### config.mk
export PLATFORM = sky130hd
export DESIGN_NAME = dsr_requester
export DESIGN_NICKNAME = d
export VERILOG_FILES = /design/src/rtl/dsr_pkg.sv /design/src/rtl/dsr_xcode.sv /design/src/rtl/dsr_parity.sv /design/src/rtl/dsr_timer.sv /design/src/rtl/dsr_ctrl.sv /design/src/rtl/dsr_requester.sv
export SDC_FILE = /design/constraint.sdc
export NUM_CORES = 1
export LEC_CHECK = 0
export ABC_CLOCK_PERIOD_IN_PS = 2450
export BUFFER_PORTS_ARGS = -buffer_cell sky130_fd_sc_hd__buf_2
export CAP_MARGIN = 10
export CORE_MARGIN = 10
export CORE_UTILIZATION = 48
export CTS_BUF_LIST = sky130_fd_sc_hd__clkbuf_8
export DETAILED_ROUTE_END_ITERATION = 12
export GPL_TIMING_DRIVEN = 0
export PLACE_DENSITY = 0.89
export RECOVER_POWER = 50
export SLEW_MARGIN = 20
export SYNTH_ARGS = -nofsm -noshare
export SYNTH_HDL_FRONTEND = slang
export SYNTH_SLANG_ARGS = --single-unit
### constraint.sdc
create_clock -name clk -period 2.45 [get_ports clk]
set_clock_uncertainty 0.2 [all_clocks]
set_input_delay 0.1225 -clock clk [delete_from_list [all_inputs] [get_ports clk]]
set_output_delay 0.1225 -clock clk [all_outputs]
set_load 0.05 [all_outputs]
### src/rtl/dsr_pkg.sv
package dsr_pkg;

    typedef enum logic [2:0] {
        ST_IDLE,
        ST_ADDR_REQ,
        ST_ADDR_TEN,
        ST_RETRY_WAIT,
        ST_DATA_REQ,
        ST_DATA_TEN,
        ST_REPLY_WAIT,
        ST_FINISH
    } dsr_state_e;

    localparam logic [3:0] XT_STORE = 4'h1;
    localparam logic [3:0] XT_LOAD  = 4'h5;
    localparam logic [3:0] XT_REPLY = 4'hB;

    typedef struct packed {
        logic [3:0] ttype;
        logic       burst;
        logic [2:0] size;
    } xcode_t;

endpackage

### src/rtl/dsr_xcode.sv
module dsr_xcode
    import dsr_pkg::*;
#(
    parameter int LANES = 4
) (
    input  logic       is_write,
    input  logic [2:0] req_size,
    input  logic [7:0] snp_code,
    output logic [7:0] xcode,
    output logic       snp_is_reply,
    output logic       snp_err
);
    localparam logic [2:0] FULL = 3'(LANES);

    xcode_t tx;
    xcode_t rx;

    // Outgoing code: command, no burst, clamped byte count
    always_comb begin
        tx.ttype = is_write ? XT_STORE : XT_LOAD;
        tx.burst = 1'b0;
        if (req_size == 3'd0 || req_size > FULL) begin
            tx.size = FULL;
        end else begin
            tx.size = req_size;
        end
    end

    assign xcode = tx;

    // Incoming snooped code: reply type and its error flag
    assign rx           = snp_code;
    assign snp_is_reply = (rx.ttype == XT_REPLY);
    assign snp_err      = rx.size[0];

    logic unused_rx;
    assign unused_rx = ^{rx.burst, rx.size[2:1]};

endmodule

### src/rtl/dsr_parity.sv
module dsr_parity #(
    parameter int LANES = 4
) (
    input  logic [8*LANES-1:0] data,
    output logic [LANES-1:0]   par
);
    // Even parity per byte lane: lane bits plus parity bit hold an even count of ones
    for (genvar k = 0; k < LANES; k++) begin : g_lane
        assign par[k] = ^data[8*k +: 8];
    end

endmodule

### src/rtl/dsr_timer.sv
module dsr_timer #(
    parameter int W = 4
) (
    input  logic         clk,
    input  logic         rst_n,
    input  logic         clr,
    output logic [W-1:0] cnt
);
    // Counts cycles spent in the current state, saturating at all ones
    always_ff @(posedge clk) begin
        if (!rst_n) begin
            cnt <= '0;
        end else if (clr) begin
            cnt <= '0;
        end else if (cnt != {W{1'b1}}) begin
            cnt <= cnt + 1'b1;
        end
    end

endmodule

### src/rtl/dsr_ctrl.sv
module dsr_ctrl
    import dsr_pkg::*;
#(
    parameter int TIMEOUT_CYC = 64,
    parameter int RETRY_GAP   = 4,
    parameter int TW          = 7
) (
    input  logic          clk,
    input  logic          rst_n,
    input  logic          op_valid,
    input  logic          abus_grant,
    input  logic          a_ack,
    input  logic          a_retry,
    input  logic          dbus_grant,
    input  logic          d_ta,
    input  logic          snp_hit,
    input  logic [TW-1:0] tmr_cnt,
    output logic          tmr_clr,
    output logic          op_accept,
    output logic          idle,
    output logic          abus_req,
    output logic          a_start,
    output logic          dbus_req,
    output logic          d_phase,
    output logic          take_data,
    output logic          reply_hit,
    output logic          timeout_hit,
    output logic          done
);
    localparam logic [TW-1:0] GAP_LAST = TW'(RETRY_GAP - 1);
    localparam logic [TW-1:0] TO_LAST  = TW'(TIMEOUT_CYC - 1);

    dsr_state_e state;
    dsr_state_e nxt;

    // State register
    always_ff @(posedge clk) begin
        if (!rst_n) begin
            state <= ST_IDLE;
        end else begin
            state <= nxt;
        end
    end

    // Next-state logic
    always_comb begin
        nxt = state;
        unique case (state)
            ST_IDLE:       if (op_valid)   nxt = ST_ADDR_REQ;
            ST_ADDR_REQ:   if (abus_grant) nxt = ST_ADDR_TEN;
            ST_ADDR_TEN: begin
                if (a_ack) begin
                    nxt = a_retry ? ST_RETRY_WAIT : ST_DATA_REQ;
                end
            end
            ST_RETRY_WAIT: if (tmr_cnt == GAP_LAST) nxt = ST_ADDR_REQ;
            ST_DATA_REQ:   if (dbus_grant) nxt = ST_DATA_TEN;
            ST_DATA_TEN:   if (d_ta)       nxt = ST_REPLY_WAIT;
            ST_REPLY_WAIT: begin
                if (snp_hit || tmr_cnt == TO_LAST) begin
                    nxt = ST_FINISH;
                end
            end
            ST_FINISH:     nxt = ST_IDLE;
            default:       nxt = ST_IDLE;
        endcase
    end

    // Output decode
    always_comb begin
        idle        = 1'b0;
        op_accept   = 1'b0;
        abus_req    = 1'b0;
        a_start     = 1'b0;
        dbus_req    = 1'b0;
        d_phase     = 1'b0;
        take_data   = 1'b0;
        reply_hit   = 1'b0;
        timeout_hit = 1'b0;
        done        = 1'b0;
        unique case (state)
            ST_IDLE: begin
                idle      = 1'b1;
                op_accept = op_valid;
            end
            ST_ADDR_REQ:   abus_req = 1'b1;
            ST_ADDR_TEN:   a_start  = 1'b1;
            ST_RETRY_WAIT: ;
            ST_DATA_REQ:   dbus_req = 1'b1;
            ST_DATA_TEN: begin
                d_phase   = 1'b1;
                take_data = d_ta;
            end
            ST_REPLY_WAIT: begin
                reply_hit   = snp_hit;
                timeout_hit = !snp_hit && (tmr_cnt == TO_LAST);
            end
            ST_FINISH:     done = 1'b1;
            default: ;
        endcase
    end

    assign tmr_clr = (nxt != state);

endmodule

### src/rtl/dsr_requester.sv
module dsr_requester #(
    parameter int AW          = 32,
    parameter int LANES       = 4,
    parameter int TIMEOUT_CYC = 64,
    parameter int RETRY_GAP   = 4
) (
    input  logic                 clk,
    input  logic                 rst_n,
    input  logic                 op_valid,
    input  logic                 op_write,
    input  logic [AW-1:0]        op_addr,
    input  logic [2:0]           op_size,
    input  logic [8*LANES-1:0]   op_wdata,
    output logic                 op_ready,
    output logic                 done_valid,
    output logic                 done_err,
    output logic [8*LANES-1:0]   done_rdata,
    output logic                 issue_stall,
    output logic                 abus_req,
    input  logic                 abus_grant,
    output logic                 a_start,
    output logic [AW-1:0]        a_addr,
    output logic [7:0]           a_xcode,
    input  logic                 a_ack,
    input  logic                 a_retry,
    output logic                 dbus_req,
    input  logic                 dbus_grant,
    output logic                 d_drive,
    output logic [8*LANES-1:0]   d_hi_out,
    output logic [LANES-1:0]     d_par_out,
    input  logic                 d_ta,
    input  logic [8*LANES-1:0]   d_hi_in,
    input  logic [LANES-1:0]     d_par_in,
    input  logic [8*LANES-1:0]   d_lo_in,
    input  logic [LANES-1:0]     d_lo_par_in,
    input  logic                 snp_valid,
    input  logic [7:0]           snp_xcode
);
    localparam int DW   = 8 * LANES;
    localparam int CMAX = (TIMEOUT_CYC > RETRY_GAP) ? TIMEOUT_CYC : RETRY_GAP;
    localparam int TW   = $clog2(CMAX + 1);

    // Latched operation and result flags
    logic [AW-1:0] addr_q;
    logic [DW-1:0] wdata_q;
    logic [DW-1:0] rdata_q;
    logic [2:0]    size_q;
    logic          wr_q;
    logic          par_bad_q;
    logic          rep_err_q;
    logic          to_err_q;

    logic          op_accept, idle, d_phase, take_data;
    logic          reply_hit, timeout_hit, done;
    logic          tmr_clr, snp_is_reply, snp_err, snp_hit;
    logic [TW-1:0] tmr_cnt;
    logic [7:0]    xcode;
    logic [LANES-1:0] rd_par;

    assign snp_hit = snp_valid && snp_is_reply;

    dsr_xcode #(.LANES(LANES)) u_xcode (
        .is_write     (wr_q),
        .req_size     (size_q),
        .snp_code     (snp_xcode),
        .xcode        (xcode),
        .snp_is_reply (snp_is_reply),
        .snp_err      (snp_err)
    );

    dsr_timer #(.W(TW)) u_timer (
        .clk   (clk),
        .rst_n (rst_n),
        .clr   (tmr_clr),
        .cnt   (tmr_cnt)
    );

    dsr_ctrl #(
        .TIMEOUT_CYC (TIMEOUT_CYC),
        .RETRY_GAP   (RETRY_GAP),
        .TW          (TW)
    ) u_ctrl (
        .clk         (clk),
        .rst_n       (rst_n),
        .op_valid    (op_valid),
        .abus_grant  (abus_grant),
        .a_ack       (a_ack),
        .a_retry     (a_retry),
        .dbus_grant  (dbus_grant),
        .d_ta        (d_ta),
        .snp_hit     (snp_hit),
        .tmr_cnt     (tmr_cnt),
        .tmr_clr     (tmr_clr),
        .op_accept   (op_accept),
        .idle        (idle),
        .abus_req    (abus_req),
        .a_start     (a_start),
        .dbus_req    (dbus_req),
        .d_phase     (d_phase),
        .take_data   (take_data),
        .reply_hit   (reply_hit),
        .timeout_hit (timeout_hit),
        .done        (done)
    );

    dsr_parity #(.LANES(LANES)) u_par_out (
        .data (d_hi_out),
        .par  (d_par_out)
    );

    dsr_parity #(.LANES(LANES)) u_par_in (
        .data (d_hi_in),
        .par  (rd_par)
    );

    always_ff @(posedge clk) begin
        if (!rst_n) begin
            addr_q    <= '0;
            wdata_q   <= '0;
            rdata_q   <= '0;
            size_q    <= '0;
            wr_q      <= 1'b0;
            par_bad_q <= 1'b0;
            rep_err_q <= 1'b0;
            to_err_q  <= 1'b0;
        end else begin
            if (op_accept) begin
                addr_q    <= op_addr;
                wdata_q   <= op_wdata;
                size_q    <= op_size;
                wr_q      <= op_write;
                rdata_q   <= '0;
                par_bad_q <= 1'b0;
                rep_err_q <= 1'b0;
                to_err_q  <= 1'b0;
            end
            if (take_data && !wr_q) begin
                rdata_q   <= d_hi_in;
                par_bad_q <= (rd_par != d_par_in);
            end
            if (reply_hit) begin
                rep_err_q <= snp_err;
            end
            if (timeout_hit) begin
                to_err_q <= 1'b1;
            end
        end
    end

    assign op_ready    = idle;
    assign issue_stall = !idle;
    assign a_addr      = a_start ? addr_q : '0;
    assign a_xcode     = a_start ? xcode  : 8'h00;
    assign d_drive     = d_phase && wr_q;
    assign d_hi_out    = d_drive ? wdata_q : '0;
    assign done_valid  = done;
    assign done_err    = done && (par_bad_q || rep_err_q || to_err_q);
    assign done_rdata  = done ? rdata_q : '0;

    logic unused_lower;
    assign unused_lower = ^{d_lo_in, d_lo_par_in};

endmodule

==> flow_summary.toml <==
[final_layout]
post-route-util = 0.7587
ff_latch_area_um2 = 2265
filler_cell_count = 765
final_layout_size_suffix_gt1_frac = 0.2752
final_cell_count_no_fill = 1243
final_net_count = 1238
flow.area_growth_from_synthesis_pct = 52.93
multi_input_area_um2 = 3122
design_area_um2 = 8737

[min_path]
hold_path_startpoint = "a_retry"
timing.hold.worst_endpoint = "u_ctrl.state[1]$_SDFF_PN0_"
worst_hold_path_class = "in -> reg"
holdPathStages = 5

[die]
core_region_area_um2 = 11520
floorplan.initialDensity = 0.4961
placement_rows = 39
die_h_um = 129.1
full_die_area_um2 = 16670
die_width_um = 129.1
ioPinCount = 273

[synth]
ffs_latches_synth = 113
count_of_flip_flops_with_a_built_in_enable_after_synthesis = 0
avgSynthCellArea_um2 = 7.935
netlist_instances = 720
synthesis.yosys.warnings = 0
ys_dominant_reg_cell = "sky130_fd_sc_hd__dfxtp_1"
synthesis.area_um2 = 5713
yosys.cell_types.count = 56
async_reset_ff_frac = 0
synth-seq-area-share = 0.3960

[timing]
relSlewSlack = 0.5391
timing_max_transition_violations_final = 0
hold_fails_final_rpt = 0
setup-violations-final = 0
hold_ws_ns = 0.08759
setup_total_negative_slack_ns = 0
min_period_ns = 2.391
final.period_utilization = 0.9761
clock.fmax_mhz = 418.2
tightestPinTransition_ns = 0.6943
setup_ws_ns = 0.05867
grt_setup_unrepaired = "false"

[placed_design]
gp_congestion = 0.8742
placed_cell_area_um2 = 7051
numPortBuffers = 230
pre_cts_slack_ns = 0.07133
detailed_place_hpwl_um = 13990
dp_cells = 1095

[grt]
initial_antenna_violation_count = 8
maximum_number_of_pins_on_one_net_before_global_route_repair = 17
track_usage = 0.2590
via_count_of_the_first_global_routing_pass = 6763
grt_remaining_overflow = 0
global_route_wire_length_before_repair_um = 34240

[pwr]
cellLeakagePower_nw = 3.873
ir_drop_v = 0.0003701
power_density_nw_per_um2 = 601.0
fin_total_pwr_mw = 5.251

[setup_path]
critPathRequiredTime_ns = 2.13
setup.worst_path.class = "reg -> out"
worst_reg2reg_path_startpoint = "u_timer.cnt[0]$_SDFFE_PP0P_"
timing.critical_path.arrival_ns = 2.07
category_of_the_worst_setup_path_launch_point = "flop"
critPathCaptureType = "primary output"
maximum_fanout_encountered_on_the_critical_timing_path = 10
worstRegToRegCells = 6
setup_slack_on_the_worst_flop_to_flop_path_ns = 0.15
rr_endpoint = "u_ctrl.state[0]$_SDFF_PN0_"

[clock_network]
clk_transition_reported_paths_ns = 0.07
cts.root.buffer_cell = "sky130_fd_sc_hd__clkbuf_8"
clock-sinks = 113
postCtsSetupRepairBufs = 0
cts.htree.levels = 4
clock_tree.buffer_depth = 2
clk-insertion-delay-late_ns = 0.44
numCtsBuffers = 17
cts_tree = "yes"

[route]
detail_route.wirelength_um = 22660
drtIter0Drc = 529
number_of_nets_still_failing_antenna_checks_after_routing = 0
detail_route.wl_per_cell_um = 18.23
detailedRoute.firstPassIterationCount = 5
detail_route.drc_violations = 0
total_number_of_vias = 6604
avgViaCountPerCell = 5.313

[job]
maxCapViolCount = 0

[status]
outcome = "finished, final reports clean"
cells in the mapped netlist (all sizes together) (2+ instances only):
| cell | n | area (um^2) |
|---|---|---|
| a21oi | 103 | 515.5 |
| and3 | 2 | 13.77 |
| xnor2 | 44 | 385.4 |
| nand3 | 35 | 175.2 |
| or2b | 2 | 16.27 |
| a31oi | 4 | 46.29 |
| nor2 | 17 | 63.81 |
| a311oi | 2 | 23.77 |
| o21ai | 3 | 15.01 |
| nand4b | 2 | 17.52 |
| xnor3 | 3 | 67.56 |
| nor3 | 6 | 30.03 |
| nor3b | 4 | 35.03 |
| xor2 | 13 | 113.9 |
| o211ai | 2 | 15.01 |
| and2b | 2 | 18.77 |
| ha | 3 | 37.54 |
| clkbuf | 32 | 120.1 |
| o22ai | 2 | 18.77 |
| and2 | 96 | 600.6 |
| mux2i | 3 | 30.03 |
| inv | 7 | 26.28 |
| nand2b | 2 | 12.51 |
| dfxtp | 113 | 2262 |
| buf | 24 | 200.2 |
| nand2 | 175 | 664.4 |
flip-flops by register name, indices dropped and copies added (netlist names):
name	count
par_bad_q	1
u_timer.cnt	7
rdata_q	32
addr_q	32
wdata_q	32
size_q	3
wr_q	1
u_ctrl.state	3
rep_err_q	1
to_err_q	1
layer usage:
layer | vias to the layer above | track usage | routed length, um
met4 | 2 | 0.1779 | 1202
met5 | - | 0 | 7
met3 | 86 | 0.07137 | 1792
li1 | 3074 | - | -
met2 | 360 | 0.4678 | 11820
met1 | 3082 | 0.2543 | 7837
cells by family after synthesis:
logic type,synth area share
xor+xnor,0.09921
compound gates,0.1253
flops,0.3960
simple gates,0.3057
other cells,0.0006564
mux,0.005256
fa+ha+maj,0.006571
buf+inv,0.06132
repair_timing:
| item | in CTS | in global routing |
|---|---|---|
| pin swaps | 0 | 0 |
| gates resized for setup | 52 | 28 |
| hold buffers | 108 | 0 |
| endpoints found under the hold margin | 107 | 0 |
| endpoints found under the setup margin | 93 | 90 |
how the worst max path moves through the flow:
stage,from,to,cells after the start
floorplan,size_q[0]$_SDFFE_PN0P_,a_xcode[1],3
global placement,u_ctrl.state[2]$_SDFF_PN0_,d_hi_out[28],7
detailed placement,u_ctrl.state[0]$_SDFF_PN0_,d_hi_out[31],7
CTS,u_ctrl.state[1]$_SDFF_PN0_,a_addr[3],7
global route,u_ctrl.state[1]$_SDFF_PN0_,a_addr[5],7
finish,u_ctrl.state[2]$_SDFF_PN0_,d_hi_out[28],7
report_power, final:
part	internal [mW]	leakage [nW]	switching (mW)
clock network	1.38	0.242	0.764
logic	0.488	2.71	0.599
registers	1.94	0.922	0.0782
total	3.81	3.87	1.44
cell type report:
cell class | count | area share
antenna | 10 | 0.002864
buffer | 55 | 0.03251
clock buffer | 20 | 0.03151
clock inverter | 11 | 0.02392
inverter | 8 | 0.003437
multi-input combinational | 545 | 0.3573
sequential | 113 | 0.2592
tap | 143 | 0.02048
timing repair buffer | 338 | 0.2688
placed cells by master, fill, tap and decap left out, drive strengths merged, types with 2 or more instances in the layout:
cell type / count
and3: 2
diode: 10
xnor3: 3
and2: 96
clkinvlp: 2
a31oi: 4
a21oi: 103
inv: 8
o22ai: 2
nand4b: 2
nor3: 6
o21ai: 3
ha: 3
dlygate4sd3: 108
conb: 3
mux2i: 3
bufinv: 6
and2b: 2
o211ai: 2
buf: 231
clkbuf: 74
xor2: 13
nand2b: 2
or2b: 2
xnor2: 44
nand2: 175
nor2: 17
nor3b: 4
a311oi: 2
clkinv: 3
nand3: 35
dfxtp: 113
critical path, stage by stage, from the launching register on:
cell	delay (ns)
sky130_fd_sc_hd__dfxtp_1	0.35
sky130_fd_sc_hd__buf_4	0.20
sky130_fd_sc_hd__buf_4	0.20
sky130_fd_sc_hd__nand3_4	0.14
sky130_fd_sc_hd__inv_2	0.14
sky130_fd_sc_hd__clkbuf_4	0.20
sky130_fd_sc_hd__and2_1	0.18
sky130_fd_sc_hd__buf_4	0.22
Note: power is estimated with default switching activity, not from simulation.
